`config.mk`:
```
export PLATFORM = sky130hd
export DESIGN_NAME = i2c_mrx_seq
export DESIGN_NICKNAME = d
export VERILOG_FILES = /design/src/rtl/i2c_mrx_pkg.sv /design/src/rtl/i2c_mrx_fsm.sv /design/src/rtl/i2c_mrx_status.sv /design/src/rtl/i2c_mrx_regs.sv /design/src/rtl/i2c_mrx_seq.sv
export SDC_FILE = /design/constraint.sdc
export NUM_CORES = 1
export LEC_CHECK = 0
export ABC_CLOCK_PERIOD_IN_PS = 3300
export BUFFER_PORTS_ARGS = -buffer_cell sky130_fd_sc_hd__buf_4
export CORE_MARGIN = 4
export CORE_UTILIZATION = 35
export CTS_CLUSTER_SIZE = 12
export DETAILED_ROUTE_END_ITERATION = 10
export HOLD_SLACK_MARGIN = 0.15
export PLACE_DENSITY = 0.69
export SLEW_MARGIN = 20
export SYNTH_ARGS = -nofsm -noshare
export SYNTH_HDL_FRONTEND = slang
export SYNTH_HIERARCHICAL = 1
export SYNTH_SLANG_ARGS = --single-unit
export TNS_END_PERCENT = 5
```
`constraint.sdc`:
```
create_clock -name clk -period 3.3 [get_ports clk]
set_input_delay 0.165 -clock clk [delete_from_list [all_inputs] [get_ports clk]]
set_output_delay 0.165 -clock clk [all_outputs]
set_load 0.05 [all_outputs]
```
`src/rtl/i2c_mrx_pkg.sv`:
```
package i2c_mrx_pkg;

  typedef enum logic [1:0] {
    PH_IDLE = 2'd0,
    PH_REQ  = 2'd1,
    PH_WAIT = 2'd2,
    PH_ACK  = 2'd3
  } rx_phase_e;

  localparam int          XS_W      = 4;
  localparam logic [3:0]  XS_RESET  = 4'h0;
  localparam logic [3:0]  XS_ACTIVE = 4'h1;
  localparam logic [3:0]  XS_RXD    = 4'h3;

endpackage

```
`src/rtl/i2c_mrx_fsm.sv`:
```
module i2c_mrx_fsm
  import i2c_mrx_pkg::*;
#(
  parameter int DATA_W = 8
) (
  input  logic              clk,
  input  logic              rst_n,
  input  logic              rx_req_i,
  input  logic              last_req_i,
  input  logic              done_i,
  output logic              rd_req_valid,
  input  logic              rd_req_ready,
  input  logic              rsp_valid,
  output logic              rsp_ready,
  input  logic [DATA_W-1:0] rsp_data,
  input  logic              rsp_err,
  output logic              ack_valid,
  input  logic              ack_ready,
  output logic              ack_nack,
  output logic              start_o,
  output logic              cap_o,
  output logic [DATA_W-1:0] cap_data_o,
  output logic              fin_o,
  output logic              fin_ok_o
);

  rx_phase_e phase_q;
  logic      last_q;
  logic      err_q;

  assign start_o    = (phase_q == PH_IDLE) && (rx_req_i || last_req_i) && !done_i;
  assign cap_o      = (phase_q == PH_WAIT) && rsp_valid;
  assign cap_data_o = rsp_err ? {DATA_W{1'b1}} : rsp_data;
  assign fin_o      = (phase_q == PH_ACK) && ack_ready;
  assign fin_ok_o   = fin_o && !err_q;

  assign rd_req_valid = (phase_q == PH_REQ);
  assign rsp_ready    = (phase_q == PH_WAIT);
  assign ack_valid    = (phase_q == PH_ACK);
  assign ack_nack     = last_q;

  always_ff @(posedge clk) begin
    if (!rst_n) begin
      phase_q <= PH_IDLE;
      last_q  <= 1'b0;
      err_q   <= 1'b0;
    end else begin
      unique case (phase_q)
        PH_IDLE: if (start_o) begin
          phase_q <= PH_REQ;
          last_q  <= last_req_i;
        end
        PH_REQ:  if (rd_req_ready) phase_q <= PH_WAIT;
        PH_WAIT: if (rsp_valid) begin
          phase_q <= PH_ACK;
          err_q   <= rsp_err;
        end
        PH_ACK:  if (ack_ready) phase_q <= PH_IDLE;
        default: phase_q <= PH_IDLE;
      endcase
    end
  end


  req_hold_chk: assert property (@(posedge clk) disable iff (!rst_n)
    rd_req_valid && !rd_req_ready |=> rd_req_valid);


  ack_hold_chk: assert property (@(posedge clk) disable iff (!rst_n)
    ack_valid && !ack_ready |=> ack_valid && $stable(ack_nack));

endmodule

```
`src/rtl/i2c_mrx_status.sv`:
```
module i2c_mrx_status #(
  parameter int STS_W    = 15,
  parameter int DONE_BIT = 2
) (
  input  logic             clk,
  input  logic             rst_n,
  input  logic             cmd_wr,
  input  logic             clr_en,
  input  logic [STS_W-1:0] clr_mask,
  input  logic [STS_W-1:0] evt_set,
  input  logic             done_set,
  output logic [STS_W-1:0] sts_q
);

  localparam logic [STS_W-1:0] DONE_M = STS_W'(1) << DONE_BIT;

  logic unused_evt_done;
  assign unused_evt_done = evt_set[DONE_BIT];

  for (genvar i = 0; i < STS_W; i++) begin : g_bit
    localparam bit KEEP_ON_CMD = (i == DONE_BIT);
    logic set_i;
    logic hold_i;
    if (KEEP_ON_CMD) begin : g_done
      assign set_i = done_set;
    end else begin : g_evt
      assign set_i = evt_set[i];
    end
    assign hold_i = sts_q[i] && !(clr_en && clr_mask[i]) && (KEEP_ON_CMD || !cmd_wr);
    always_ff @(posedge clk) begin
      if (!rst_n) sts_q[i] <= 1'b0;
      else        sts_q[i] <= hold_i || set_i;
    end
  end


  cmd_wipe_chk: assert property (@(posedge clk) disable iff (!rst_n)
    cmd_wr && (evt_set == '0) |=> (sts_q & ~DONE_M) == '0);


  cmd_keep_done_chk: assert property (@(posedge clk) disable iff (!rst_n)
    cmd_wr && !clr_en && !done_set |=> sts_q[DONE_BIT] == $past(sts_q[DONE_BIT]));


  w1c_chk: assert property (@(posedge clk) disable iff (!rst_n)
    clr_en && !cmd_wr && (evt_set == '0) && !done_set |=> (sts_q & $past(clr_mask)) == '0);

endmodule

```
`src/rtl/i2c_mrx_regs.sv`:
```
module i2c_mrx_regs
  import i2c_mrx_pkg::*;
#(
  parameter int CMD_W    = 32,
  parameter int WR_W     = 16,
  parameter int RX_BIT   = 3,
  parameter int LAST_BIT = 4,
  parameter int XS_LSB   = 19,
  parameter int DATA_W   = 8,
  parameter int BUF_W    = 32,
  parameter int BUF_LSB  = 8
) (
  input  logic              clk,
  input  logic              rst_n,
  input  logic              cmd_wr,
  input  logic [WR_W-1:0]   cmd_wdata,
  input  logic              start,
  input  logic              fin,
  input  logic              cap,
  input  logic [DATA_W-1:0] cap_data,
  output logic [CMD_W-1:0]  cmd_q,
  output logic [BUF_W-1:0]  buf_q
);

  logic [WR_W-1:0]   lo_q;
  logic [XS_W-1:0]   xs_q;
  logic [DATA_W-1:0] rxb_q;

  always_ff @(posedge clk) begin
    if (!rst_n) begin
      lo_q <= '0;
    end else if (cmd_wr) begin
      lo_q <= cmd_wdata;
    end else if (fin) begin
      lo_q[RX_BIT]   <= 1'b0;
      lo_q[LAST_BIT] <= 1'b0;
    end
  end

  always_ff @(posedge clk) begin
    if (!rst_n)     xs_q <= XS_RESET;
    else if (start) xs_q <= XS_RXD;
    else if (fin)   xs_q <= XS_ACTIVE;
  end

  always_ff @(posedge clk) begin
    if (!rst_n)   rxb_q <= '0;
    else if (cap) rxb_q <= cap_data;
  end

  always_comb begin
    cmd_q                  = '0;
    cmd_q[WR_W-1:0]        = lo_q;
    cmd_q[XS_LSB +: XS_W]  = xs_q;
    buf_q                  = '0;
    buf_q[BUF_LSB +: DATA_W] = rxb_q;
  end


  rx_clear_chk: assert property (@(posedge clk) disable iff (!rst_n)
    fin && !cmd_wr |=> !cmd_q[RX_BIT] && !cmd_q[LAST_BIT]);


  upper_keep_chk: assert property (@(posedge clk) disable iff (!rst_n)
    cmd_wr && !start && !fin |=> cmd_q[CMD_W-1:WR_W] == $past(cmd_q[CMD_W-1:WR_W]));


  state_done_chk: assert property (@(posedge clk) disable iff (!rst_n)
    fin |=> cmd_q[XS_LSB +: XS_W] == XS_ACTIVE);

endmodule

```
`src/rtl/i2c_mrx_seq.sv`:
```
module i2c_mrx_seq
  import i2c_mrx_pkg::*;
#(
  parameter int CMD_W    = 32,
  parameter int WR_W     = 16,
  parameter int STS_W    = 15,
  parameter int DATA_W   = 8,
  parameter int BUF_W    = 32,
  parameter int RX_BIT   = 3,
  parameter int LAST_BIT = 4,
  parameter int DONE_BIT = 2,
  parameter int XS_LSB   = 19,
  parameter int BUF_LSB  = 8
) (
  input  logic              clk,
  input  logic              rst_n,
  input  logic              cmd_wr_en,
  input  logic [WR_W-1:0]   cmd_wr_data,
  input  logic              sts_clr_en,
  input  logic [STS_W-1:0]  sts_clr_mask,
  input  logic [STS_W-1:0]  sts_evt_set,
  output logic [CMD_W-1:0]  cmd_q,
  output logic [STS_W-1:0]  sts_q,
  output logic [BUF_W-1:0]  rxbuf_q,
  output logic              rd_req_valid,
  input  logic              rd_req_ready,
  input  logic              rsp_valid,
  output logic              rsp_ready,
  input  logic [DATA_W-1:0] rsp_data,
  input  logic              rsp_err,
  output logic              ack_valid,
  input  logic              ack_ready,
  output logic              ack_nack
);

  logic              start, cap, fin, fin_ok;
  logic [DATA_W-1:0] cap_data;

  i2c_mrx_fsm #(.DATA_W(DATA_W)) u_fsm (
    .clk, .rst_n,
    .rx_req_i   (cmd_q[RX_BIT]),
    .last_req_i (cmd_q[LAST_BIT]),
    .done_i     (sts_q[DONE_BIT]),
    .rd_req_valid, .rd_req_ready,
    .rsp_valid, .rsp_ready, .rsp_data, .rsp_err,
    .ack_valid, .ack_ready, .ack_nack,
    .start_o    (start),
    .cap_o      (cap),
    .cap_data_o (cap_data),
    .fin_o      (fin),
    .fin_ok_o   (fin_ok)
  );

  i2c_mrx_status #(.STS_W(STS_W), .DONE_BIT(DONE_BIT)) u_sts (
    .clk, .rst_n,
    .cmd_wr   (cmd_wr_en),
    .clr_en   (sts_clr_en),
    .clr_mask (sts_clr_mask),
    .evt_set  (sts_evt_set),
    .done_set (fin_ok),
    .sts_q    (sts_q)
  );

  i2c_mrx_regs #(
    .CMD_W(CMD_W), .WR_W(WR_W), .RX_BIT(RX_BIT), .LAST_BIT(LAST_BIT),
    .XS_LSB(XS_LSB), .DATA_W(DATA_W), .BUF_W(BUF_W), .BUF_LSB(BUF_LSB)
  ) u_regs (
    .clk, .rst_n,
    .cmd_wr    (cmd_wr_en),
    .cmd_wdata (cmd_wr_data),
    .start, .fin, .cap,
    .cap_data  (cap_data),
    .cmd_q     (cmd_q),
    .buf_q     (rxbuf_q)
  );


  no_start_done_chk: assert property (@(posedge clk) disable iff (!rst_n)
    $rose(rd_req_valid) |-> !$past(sts_q[DONE_BIT]));


  rx_state_chk: assert property (@(posedge clk) disable iff (!rst_n)
    (rd_req_valid || rsp_ready || ack_valid) |-> cmd_q[XS_LSB +: XS_W] == XS_RXD);


  err_fill_chk: assert property (@(posedge clk) disable iff (!rst_n)
    rsp_ready && rsp_valid && rsp_err |=> rxbuf_q[BUF_LSB +: DATA_W] == {DATA_W{1'b1}});


  one_phase_chk: assert property (@(posedge clk) disable iff (!rst_n)
    $onehot0({rd_req_valid, rsp_ready, ack_valid}));

endmodule

```
# Word-level counts from Yosys, hierarchy flattened
# Cells that the tools add are included.
[word_totals]
register_bits = 45
in_bits = 62
output_inout_bits = 83
[classes]
n_eq_ne = 7
mux = 10
n_reduce_logical = 89
[op_table]
columns = ["op", "count"]
rows = [
  ["$logic_and A1 B1 Y1", 49],
  ["$logic_not A1 Y1", 18],
  ["$logic_or A1 B1 Y1", 16],
  ["$mux W2", 8],
  ["$mux W8", 1],
  ["$pmux W2 S4", 1],
  ["$eq A2 B2 Y1 const B", 2],
  ["$ne A2 B1 Y1 const B", 2],
  ["$ne A2 B2 Y1 const B", 2],
  ["$reduce_and A2 Y1", 2],
  ["$reduce_and A4 Y1", 1],
  ["$reduce_bool A2 Y1", 2],
  ["$eq A2 B1 Y1 const B", 1],
  ["$logic_not A2 Y1", 1],
]

# Longest topological paths before layout
[depth]
ltp_word = 5
mapped_depth = 6
ltp_nobuf = 5

# By module
# The synthesis kept the hierarchy.
[by_module_without_submodules]
columns = ["module", "cells_per_inst", "area_each_um2", "n_inst"]
rows = [
  ["i2c_mrx_regs", 122, 1283.7, 1],
  ["i2c_mrx_status", 63, 601.8, 1],
  ["i2c_mrx_fsm", 40, 375.4, 1],
]

# Worst setup path after synthesis
# OpenSTA, ideal clock, no wires.
[synth_path]
kind = "reg2reg"
start = "reg u_fsm.phase_q[0]"
end = "reg u_regs.rxb_q[0]"
setup_time_ns = 0.117
path_buffers = 1
required_ns = 3.183
setup_slack_ns = 1.577
stages_incl_launch_ff = 7
arrival_time_ns = 1.605
path_cell_list = "dfxtp_1 -> inv_1 -> ha_1 -> and2_1 -> buf_2 -> mux2i_1 -> nor2b_1"
[synth_between]
elab_chain_cells = 2
[synth_lines]
columns = ["item", "line", "rtl"]
rows = [
  ["start: declaration", "i2c_mrx_fsm.sv:27", "rx_phase_e phase_q;"],
  ["start signal: assignment", "i2c_mrx_fsm.sv:44", "phase_q <= PH_IDLE;"],
  ["start signal: assignment", "i2c_mrx_fsm.sv:50", "phase_q <= PH_REQ;"],
  ["start signal: assignment", "i2c_mrx_fsm.sv:53", "PH_REQ: if (rd_req_ready) phase_q <= PH_WAIT;"],
  ["$eq A2 B2 Y1", "-", ""],
  ["net rsp_ready", "i2c_mrx_seq.sv:28", "output logic rsp_ready,"],
  ["$logic_and A1 B1 Y1", "i2c_mrx_fsm.sv:32", "assign cap_o = (phase_q == PH_WAIT) && rsp_valid;"],
  ["net cap", "i2c_mrx_seq.sv:36", "logic start, cap, fin, fin_ok;"],
  ["end signal: assignment", "i2c_mrx_regs.sv:48", "else if (cap) rxb_q <= cap_data;"],
  ["end: declaration", "i2c_mrx_regs.sv:27", "logic [DATA_W-1:0] rxb_q;"],
]
# The timed path passes the listed nets, and every way through them passes these cells.
# A chain may end at the register's enable or synchronous reset.

# Final worst setup path
[layout_path]
start = "reg u_fsm.phase_q[1]"
end = "reg u_fsm.phase_q[1]"
[layout_between]
elab_chain_cells = 5
elab_cells_between_ends = 12
classes_between = "eq/ne: 7; mux: 1; reduce/logical: 4"
[layout_lines]
columns = ["item", "line", "rtl"]
rows = [
  ["$logic_not A2 Y1", "i2c_mrx_fsm.sv:31, i2c_mrx_fsm.sv:48", ""],
  ["$logic_and A1 B1 Y1 (2 in series)", "i2c_mrx_fsm.sv:31", "assign start_o = (phase_q == PH_IDLE) && (rx_req_i || last_req_i) && !done_i;"],
  ["$ne A2 B2 Y1 (no source line)", "-", ""],
  ["$reduce_and A4 Y1 (no source line)", "-", ""],
]
# Several ways; a longest one is shown, not always the timed one.

==> reports/results.ini <==
[setup_path]
startpoint_type = flop
arrival_ns = 1.81
critPathMaxFanout = 4
reg2reg_from = u_fsm/phase_q[1]$_SDFFE_PN0P_
cpPeakStageDelay_ns = 0.41
cp-endpoint = u_fsm/phase_q[1]$_SDFFE_PN0P_
crit_path_end_kind = flop
crit_required_ns = 3.53
reg2reg_to = u_fsm/phase_q[1]$_SDFFE_PN0P_
startpoint = u_fsm/phase_q[1]$_SDFFE_PN0P_
crit_type = reg -> reg
ff2ff_path_depth = 5
rrSetupSlack_ns = 1.72
path_cells = inv_1 > ha_1 > and2b_2 > a2111oi_4 > mux2i_1
slowest_stage = a2111oi_4

[sta]
rsz0062_at_grt = false
fin_skew_ns = 0.00529
worst_pin_slew_ns = 0.537
layout_setup_ws_ns = 1.72
min_period_ns = 1.58
slew_viol_final = 0
hold_viol_final = 0
setup_tns_ns = 0
finalSetupViolations = 0
relSlewSlack = 0.642
period_share = 0.479
clock.fmax_mhz = 632
whs_ns = 0.193

[placement]
io_buffers = 105
gp_congestion = 0.668
placed_cells = 397
dpl.hpwl_mm = 3.78
dp_slack_ns = 1.74

[clock_network]
worstSkewPairLatency_ns = 0.29
path_clk_slew_ns = 0.08
h-tree-depth = 2
numClockSinks = 45
cts.path.max_buffers = 2
ctsResizeCount = 0
cts_buffers = 5
root_buffer = clkbuf_8
cts_tree = yes

[detailed_routing]
post_drt_wl_per_cell_um = 12.7
viasPerCell = 4.38
drt_iter0_drc = 40
route.detailed.drc = 0
wl_mm = 5.53
ant_nets = 0
drt_pass1_iterations = 4
vias = 1906

[yosys]
synth_common_cells = dfxtp_1 (45), buf_4 (39), nor2b_1 (29), mux2i_1 (25), inv_1 (17)
synth-seq-cells = 45
synth_area_leaders = dfxtp_1 (40%), buf_4 (13%), mux2i_1 (11%)
ys_types = 27
yosys.area.top_type = dfxtp_1
synth_most_common_cell = dfxtp_1
synth-edff-count = 0
netlist_area_um2 = 2260
syn_area_per_cell_um2 = 10.0
ys.flop_type = dfxtp_1
yosys_warnings = 6
synthCells = 225
ys_async_sr_fraction = 0
yosysSeqAreaShare = 0.398
synth.top_cell.area_share = 0.398

[global_routing]
antenna_found_initial = 0
busiest_layer = met2
grt_pass1_wl_mm = 8.65
grtUsageMet2 = 0.261
grt_pass1_vias = 1880
grtUsageTotal = 0.141
grt_max_degree = 50
met1_usage = 0.157
globalRouteMet3Util = 0.0372
overflow = 0

[cells_and_area]
nNetsFinal = 424
areaGrowthSynthToFinish_pct = 47.8
fin_cells = 435
final_layout_size_suffix_gt1_frac = 0.344
nFillCells = 579
insertedDiodeCount = 0

[floorplan]
ios = 145
rows = 29
initial_core_util = 0.358
core_um2 = 6310
die_y_um = 88.4
dieArea_um2 = 7810
die_width_um = 88.4

[pwr]
seqPwrFrac = 0.363
switchingPower_uw = 650
powerDensity_nw_per_um2 = 520
clkPwrFrac = 0.250
power_frac_comb = 0.387
peakVddDrop_mv = 0.276
p_sw_frac = 0.374
cellInternalPower_uw = 1090
power_leakage_uw = 0.00157

[min_path]
min_path_type = in -> reg

[outcome]
status = complete, no violations

[run]
drv_cap = 0

[cells by family (layout without fill, tap and decap cells)]
kind of cell / Yosys count / count (layout) / share of synthesized area
other cells: 1 / 38 / 0.00166
mux: 25 / 25 / 0.111
simple gates: 47 / 47 / 0.133
flops: 45 / 45 / 0.398
fa+ha+maj: 5 / 5 / 0.0277
compound gates: 38 / 38 / 0.141
buf+inv: 64 / 160 / 0.188
[cell type report]
cell class                 count  area (um^2)  area share
timing repair buffer         135         1090       0.326
tap                           77         96.3      0.0288
clock buffer                   7         86.3      0.0258
sequential                    45          901       0.270
clock inverter                 1         30.0     0.00899
inverter                      17         63.8      0.0191
multi-input combinational    153         1070       0.322
[routing by layer]
layer | wire (um) | share of wire | vias to the layer above
li1 | - | - | 931
met1 | 2110 | 0.38 | 886
met2 | 2870 | 0.52 | 82
met3 | 459 | 0.083 | 7
met4 | 90 | 0.016 | 0
met5 | 0 | 0 | -
[repair_timing]
item,4_1_cts,5_1_grt
endpoints found under the hold margin,30,0
setup buffers,0,0
hold buffers,30,0
[critical path: cells and delay by family (launching register included)]
kind	cells	cell delay [ns]
and+or+nand+nor	1	0.22
DFF	1	0.38
adders and majority gates	1	0.20
muxes	1	0.21
buffers and inverters	1	0.09
AOI/OAI and AO/OA	1	0.41
[cell usage in the layout, fill, tap and decap left out, drive strengths merged]
cell type	n
buf	105
dfxtp	45
conb	38
dlygate4sd3	30
nor2b	29
mux2i	25
inv	17
o21a	15
a211oi	14
or2	8
clkbuf	7
ha	5
nand2	4
and2	2
and4bb	2
a31o	2
bufinv	1
o211a	1
o21ai	1
o21bai	1
and2b	1
a2111oi	1
nand3b	1
a32oi	1
o31a	1
a21oi	1
[power groups by stage]
stage / registers (uW) / logic, uW / clock network [uW]
floorplan: 787 / 363 / 0
finish: 630 / 672 / 434
detailed placement: 643 / 645 / 0
CTS: 631 / 675 / 452
global route: 637 / 719 / 475
global placement: 642 / 634 / 0
[metrics by stage]
step,util,power [uW],cell area (um^2)
6_report,0.529,1740,3340
5_1_grt,0.529,1830,3340
4_1_cts,0.529,1760,3340
3_5_place_dp,0.463,1290,2920
3_3_place_gp,0.463,1280,2920
2_1_floorplan,-,1150,2400
[how the worst min path moves through the flow]
stage	start	to	cells past startpoint
2_1_floorplan	rst_n	u_sts/sts_q[10]$_SDFF_PN0_	1
3_3_place_gp	sts_evt_set[11]	u_sts/sts_q[11]$_SDFF_PN0_	2
3_5_place_dp	sts_evt_set[4]	u_sts/sts_q[4]$_SDFF_PN0_	2
4_1_cts	sts_clr_mask[14]	u_sts/sts_q[14]$_SDFF_PN0_	3
5_1_grt	sts_clr_mask[14]	u_sts/sts_q[14]$_SDFF_PN0_	3
6_report	rsp_err	u_fsm/err_q$_SDFFE_PN0P_	3
[flip-flops by register name, summed over array words and instances (netlist names)]
register        cells
u_regs/lo_q        16
u_sts/sts_q        15
u_regs/rxb_q        8
u_fsm/phase_q       2
u_regs/xs_q         2
u_fsm/ack_nack      1
u_fsm/err_q         1
Note: power is estimated with default switching activity, not from simulation.
